`config.mk`:
```
export PLATFORM = sky130hd
export DESIGN_NAME = sc_irq_regs
export DESIGN_NICKNAME = d
export VERILOG_FILES = /design/src/rtl/sc_irq_pkg.sv /design/src/rtl/irq_en_bank.sv /design/src/rtl/irq_flag_bank.sv /design/src/rtl/irq_readback.sv /design/src/rtl/sc_irq_regs.sv
export SDC_FILE = /design/constraint.sdc
export NUM_CORES = 1
export LEC_CHECK = 0
export ABC_AREA = 0
export BUFFER_PORTS_ARGS = -buffer_cell sky130_fd_sc_hd__clkbuf_2
export CORE_UTILIZATION = 40
export DETAILED_ROUTE_END_ITERATION = 16
export HOLD_SLACK_MARGIN = 0.06
export SETUP_SLACK_MARGIN = 0.4
export SYNTH_ARGS = -nofsm -noshare
export SYNTH_HDL_FRONTEND = slang
export SYNTH_SLANG_ARGS = --single-unit
```
`constraint.sdc`:
```
create_clock -name clk -period 2.87 [get_ports clk]
set_input_delay 0.4305 -clock clk [delete_from_list [all_inputs] [get_ports clk]]
set_output_delay 0.4305 -clock clk [all_outputs]
set_load 0.02 [all_outputs]
```
`src/rtl/sc_irq_pkg.sv`:
```
package sc_irq_pkg;
    // Register select on the one-bit bus address
    typedef enum logic {
        REG_FLAG   = 1'b0,
        REG_ENABLE = 1'b1
    } reg_sel_e;
endpackage

```
`src/rtl/irq_en_bank.sv`:
```
module irq_en_bank #(
    parameter int unsigned N_SRC = 7,
    localparam int unsigned DW   = N_SRC + 1
) (
    input  logic             clk,
    input  logic             rst_n,
    input  logic             wr_en,
    input  logic [DW-1:0]    wr_data,
    output logic [N_SRC-1:0] en_q
);
    typedef struct packed {
        logic [N_SRC-1:0] en;
    } en_state_t;

    en_state_t st_d, st_q;

    always_comb begin
        st_d = st_q;
        if (wr_en) begin
            if (wr_data[DW-1]) begin
                st_d.en = st_q.en | wr_data[N_SRC-1:0];
            end else begin
                st_d.en = st_q.en & ~wr_data[N_SRC-1:0];
            end
        end
    end

    always_ff @(posedge clk) begin
        if (!rst_n) begin
            st_q <= '0;
        end else begin
            st_q <= st_d;
        end
    end

    assign en_q = st_q.en;
endmodule

```
`src/rtl/irq_flag_bank.sv`:
```
module irq_flag_bank #(
    parameter int unsigned N_SRC     = 7,
    parameter int unsigned SHIFT_IDX = 2
) (
    input  logic             clk,
    input  logic             rst_n,
    input  logic [N_SRC-1:0] evt_in,
    input  logic             shift_done,
    input  logic             clr_en,
    input  logic [N_SRC-1:0] clr_mask,
    output logic [N_SRC-1:0] flag_q
);
    typedef struct packed {
        logic [N_SRC-1:0] flag;
    } flag_state_t;

    flag_state_t      st_d, st_q;
    logic [N_SRC-1:0] raise;

    // Merge the dedicated shift-complete input into its source slot
    for (genvar i = 0; i < N_SRC; i++) begin : g_src
        if (i == SHIFT_IDX) begin : g_shift
            assign raise[i] = evt_in[i] | shift_done;
        end else begin : g_plain
            assign raise[i] = evt_in[i];
        end
    end

    always_comb begin
        st_d = st_q;
        if (clr_en) begin
            st_d.flag = st_d.flag & ~clr_mask;
        end
        // A new event wins over a clear in the same cycle
        st_d.flag = st_d.flag | raise;
    end

    always_ff @(posedge clk) begin
        if (!rst_n) begin
            st_q <= '0;
        end else begin
            st_q <= st_d;
        end
    end

    assign flag_q = st_q.flag;
endmodule

```
`src/rtl/irq_readback.sv`:
```
module irq_readback
    import sc_irq_pkg::*;
#(
    parameter int unsigned N_SRC = 7,
    localparam int unsigned DW   = N_SRC + 1
) (
    input  logic             clk,
    input  logic             rst_n,
    input  logic             rd_en,
    input  reg_sel_e         rd_sel,
    input  logic [N_SRC-1:0] flags,
    input  logic [N_SRC-1:0] enables,
    output logic             irq,
    output logic [DW-1:0]    rdata
);
    typedef struct packed {
        logic [DW-1:0] rdata;
    } rd_state_t;

    rd_state_t st_d, st_q;
    logic      pend;

    assign pend = |(flags & enables);

    always_comb begin
        st_d = st_q;
        if (rd_en) begin
            unique case (rd_sel)
                REG_FLAG:   st_d.rdata = {pend, flags};
                REG_ENABLE: st_d.rdata = {1'b1, enables};
                default:    st_d.rdata = st_q.rdata;
            endcase
        end
    end

    always_ff @(posedge clk) begin
        if (!rst_n) begin
            st_q <= '0;
        end else begin
            st_q <= st_d;
        end
    end

    assign irq   = pend;
    assign rdata = st_q.rdata;
endmodule

```
`src/rtl/sc_irq_regs.sv`:
```
module sc_irq_regs
    import sc_irq_pkg::*;
#(
    parameter int unsigned N_SRC     = 7,
    parameter int unsigned SHIFT_IDX = 2,
    localparam int unsigned DW       = N_SRC + 1
) (
    input  logic             clk,
    input  logic             rst_n,
    input  logic             bus_sel,
    input  logic             bus_we,
    input  logic             bus_addr,
    input  logic [DW-1:0]    bus_wdata,
    output logic [DW-1:0]    bus_rdata,
    input  logic [N_SRC-1:0] evt_in,
    input  logic             shift_done,
    output logic             irq
);
    reg_sel_e         sel;
    logic             wr_enable, wr_flag, rd_any;
    logic [N_SRC-1:0] en_vec, flag_vec;

    assign sel       = reg_sel_e'(bus_addr);
    assign wr_enable = bus_sel && bus_we && (sel == REG_ENABLE);
    assign wr_flag   = bus_sel && bus_we && (sel == REG_FLAG);
    assign rd_any    = bus_sel && !bus_we;

    irq_en_bank #(.N_SRC(N_SRC)) u_en (
        .clk     (clk),
        .rst_n   (rst_n),
        .wr_en   (wr_enable),
        .wr_data (bus_wdata),
        .en_q    (en_vec)
    );

    irq_flag_bank #(.N_SRC(N_SRC), .SHIFT_IDX(SHIFT_IDX)) u_flag (
        .clk        (clk),
        .rst_n      (rst_n),
        .evt_in     (evt_in),
        .shift_done (shift_done),
        .clr_en     (wr_flag),
        .clr_mask   (bus_wdata[N_SRC-1:0]),
        .flag_q     (flag_vec)
    );

    irq_readback #(.N_SRC(N_SRC)) u_rd (
        .clk     (clk),
        .rst_n   (rst_n),
        .rd_en   (rd_any),
        .rd_sel  (sel),
        .flags   (flag_vec),
        .enables (en_vec),
        .irq     (irq),
        .rdata   (bus_rdata)
    );
endmodule

```
==> results.toml <==
[critical_path]
critPathLaunchType = "flop"
path_class = "reg2out"
worstPathCellList = "a222oi_1 -> nand3_1 -> clkbuf_2"
cp-end-kind = "output pin"
cp.required_ps = 2440
path_buf_inv = 1
critPathMaxStageDelay_ps = 390
cp_top_family = "compound AO/OA/AOI/OAI gates"
cp_max_fo = 3
crit_path_top_delay_cell = "a222oi_1"
cp_data_arrival_time_ps = 1410

[sta]
layout_min_cycle_time_ps = 1840
fin_tns_setup_ps = 0
rsz0062_at_grt = "no"
relSlewSlack_pct = 73.0
hold_slack_ps = 328
skew_ps = 2.63
setup_violations = 0
tightestPinTransition_ps = 406
hold_viol_final = 0
fmax_mhz = 544
fin_crit_sh_pct = 64.0
slew_viol_final = 0

[job]
cap_violations = 0

[synthesis]
synthMuxAreaShare_pct = 13.9
syn_inst = 94
synth_warnings = 0
avgSynthCellArea_sq_um = 10.7
syn_area_sq_mm = 0.00101
synth_compound_area_share_pct = 21.4
seq_area_frac_synth_pct = 43.6
synth_top_family_by_area = "compound AO/OA/AOI/OAI gates"
yosys.area_share.simple_pct = 15.0
synth_xor_area_share_pct = 0
synth_adder_area_share_pct = 0
synth_seq_cells = 22
syn_nets = 115
netlist-cell-type-count = 21

[grt]
overflow = 0
antenna_found_initial = 0
grt_pass1_vias = 825
grt_max_degree = 23
grt_usage_pct = 17.5
grt_first_pass_wirelength_mm = 3.44

[routing]
drc = 0
ant_nets = 0
drt-total-wl_mm = 2.08
wl_per_cell_um = 14.1
viasPerCell = 5.39
num_vias = 793
drtIter0Drc = 6
drtPass1Iterations = 4

[clock_network]
clk_latency_ps = 310
post_cts_buffers = 0
cts_tree = "built"
cts_resized = 0
hold_buffers = 0
cts.sinks = 22
clk_path_buf_depth = 2
cts_root_buf = "clkbuf_4"
clkTransAtPathRegs_ps = 120
cts_made_buffers = 3
h-tree-depth = 1

[min_path]
min_path_type = "in2reg"

[floorplan]
core_area_sq_mm = 0.00230
fp.dieH_um = 52.2
die_area_sq_mm = 0.00273
io_pins = 30
die_w_um = 52.2
row_count = 17
initial_core_util_pct = 44.0

[placement]
port_buffers = 29
dp.cells = 143
detailed_place_hpwl_mm = 1.46
gp_congestion = 0.722

[status]
status = "complete, no violations"

[final_layout]
final_nets = 141
area_delta_synth_final_pct = 15.4
final_util_pct = 50.7
layout_commonest_cell = "clkbuf_2"
layout-drive-gt1-share_pct = 30.3
final_cell_mix = "clkbuf_2, dfxtp_1, mux2i_1"
diodes = 0
fin_cells = 147

[power]
power_uw = 588
ir_worst_vdd_v = 0.000293
powerDensity_mw_per_mm2 = 505
power_leakage_uw = 0.000603
area by class of cell:
type	count	area, sq um
sequential	22	440
tap	28	35.0
clock buffer	4	36.3
timing repair buffer	29	145
fill	233	1130
multi-input combinational	64	508
metrics by stage:
| stage | area, sq um | setup WS (ps) |
|---|---|---|
| after global routing | 1160 | 983 |
| after CTS | 1160 | 1020 |
| final | 1160 | 1030 |
| after detailed placement | 1130 | 1320 |
| after global placement | 1130 | 1350 |
| after floorplan | 1010 | 1590 |
routing by layer:
layer	up-vias	part of all wire, %	track usage [%]
met3	2	4.5	6.09
met4	0	0.67	3.95
met1	377	44	19.0
met5	-	0	0
met2	20	50	32.3
li1	394	-	-
path summary, 6_finish.rpt:
kind	depth (start not counted)	endpoint	slack (ps)	startpoint
max	3	irq	1030	u_flag.flag_q[3]
min	2	u_flag.flag_q[5]	330	evt_in[5]
max reg2reg	3	u_rd.rdata[7]	1630	u_flag.flag_q[3]
min reg2reg	1	u_rd.rdata[2]	520	u_rd.rdata[2]
logic make-up after synthesis:
family                 count (synthesis)
multiplexers                          14
AND/OR/NAND/NOR                       25
AO/OA/AOI/OAI                         25
flip-flops                            22
buffers and inverters                  8
Yosys cell counts (all sizes together):
cell     n  area share, %
a21boi   7            5.6
a222oi   1           0.99
a22oi    2            1.5
and3b    1            1.2
buf      6            5.3
clkbuf   2           0.74
dfxtp   22             44
mux2i   14             14
nand2    7            2.6
nand2b   1           0.62
nand3    1           0.50
nand4    7            4.3
nor2b    8            5.7
o211a    7            6.9
o21a     6            4.5
o221a    1            1.1
o31a     1           0.87
power by group:
part	switching, uW	total (uW)	internal (uW)	leakage (uW)
Combinational	46.2	86.5	40.3	0.000401
Sequential	10.4	332	322	0.000181
Clock	91.8	169	77.5	0.0000210
Note: power is estimated with default switching activity, not from simulation.
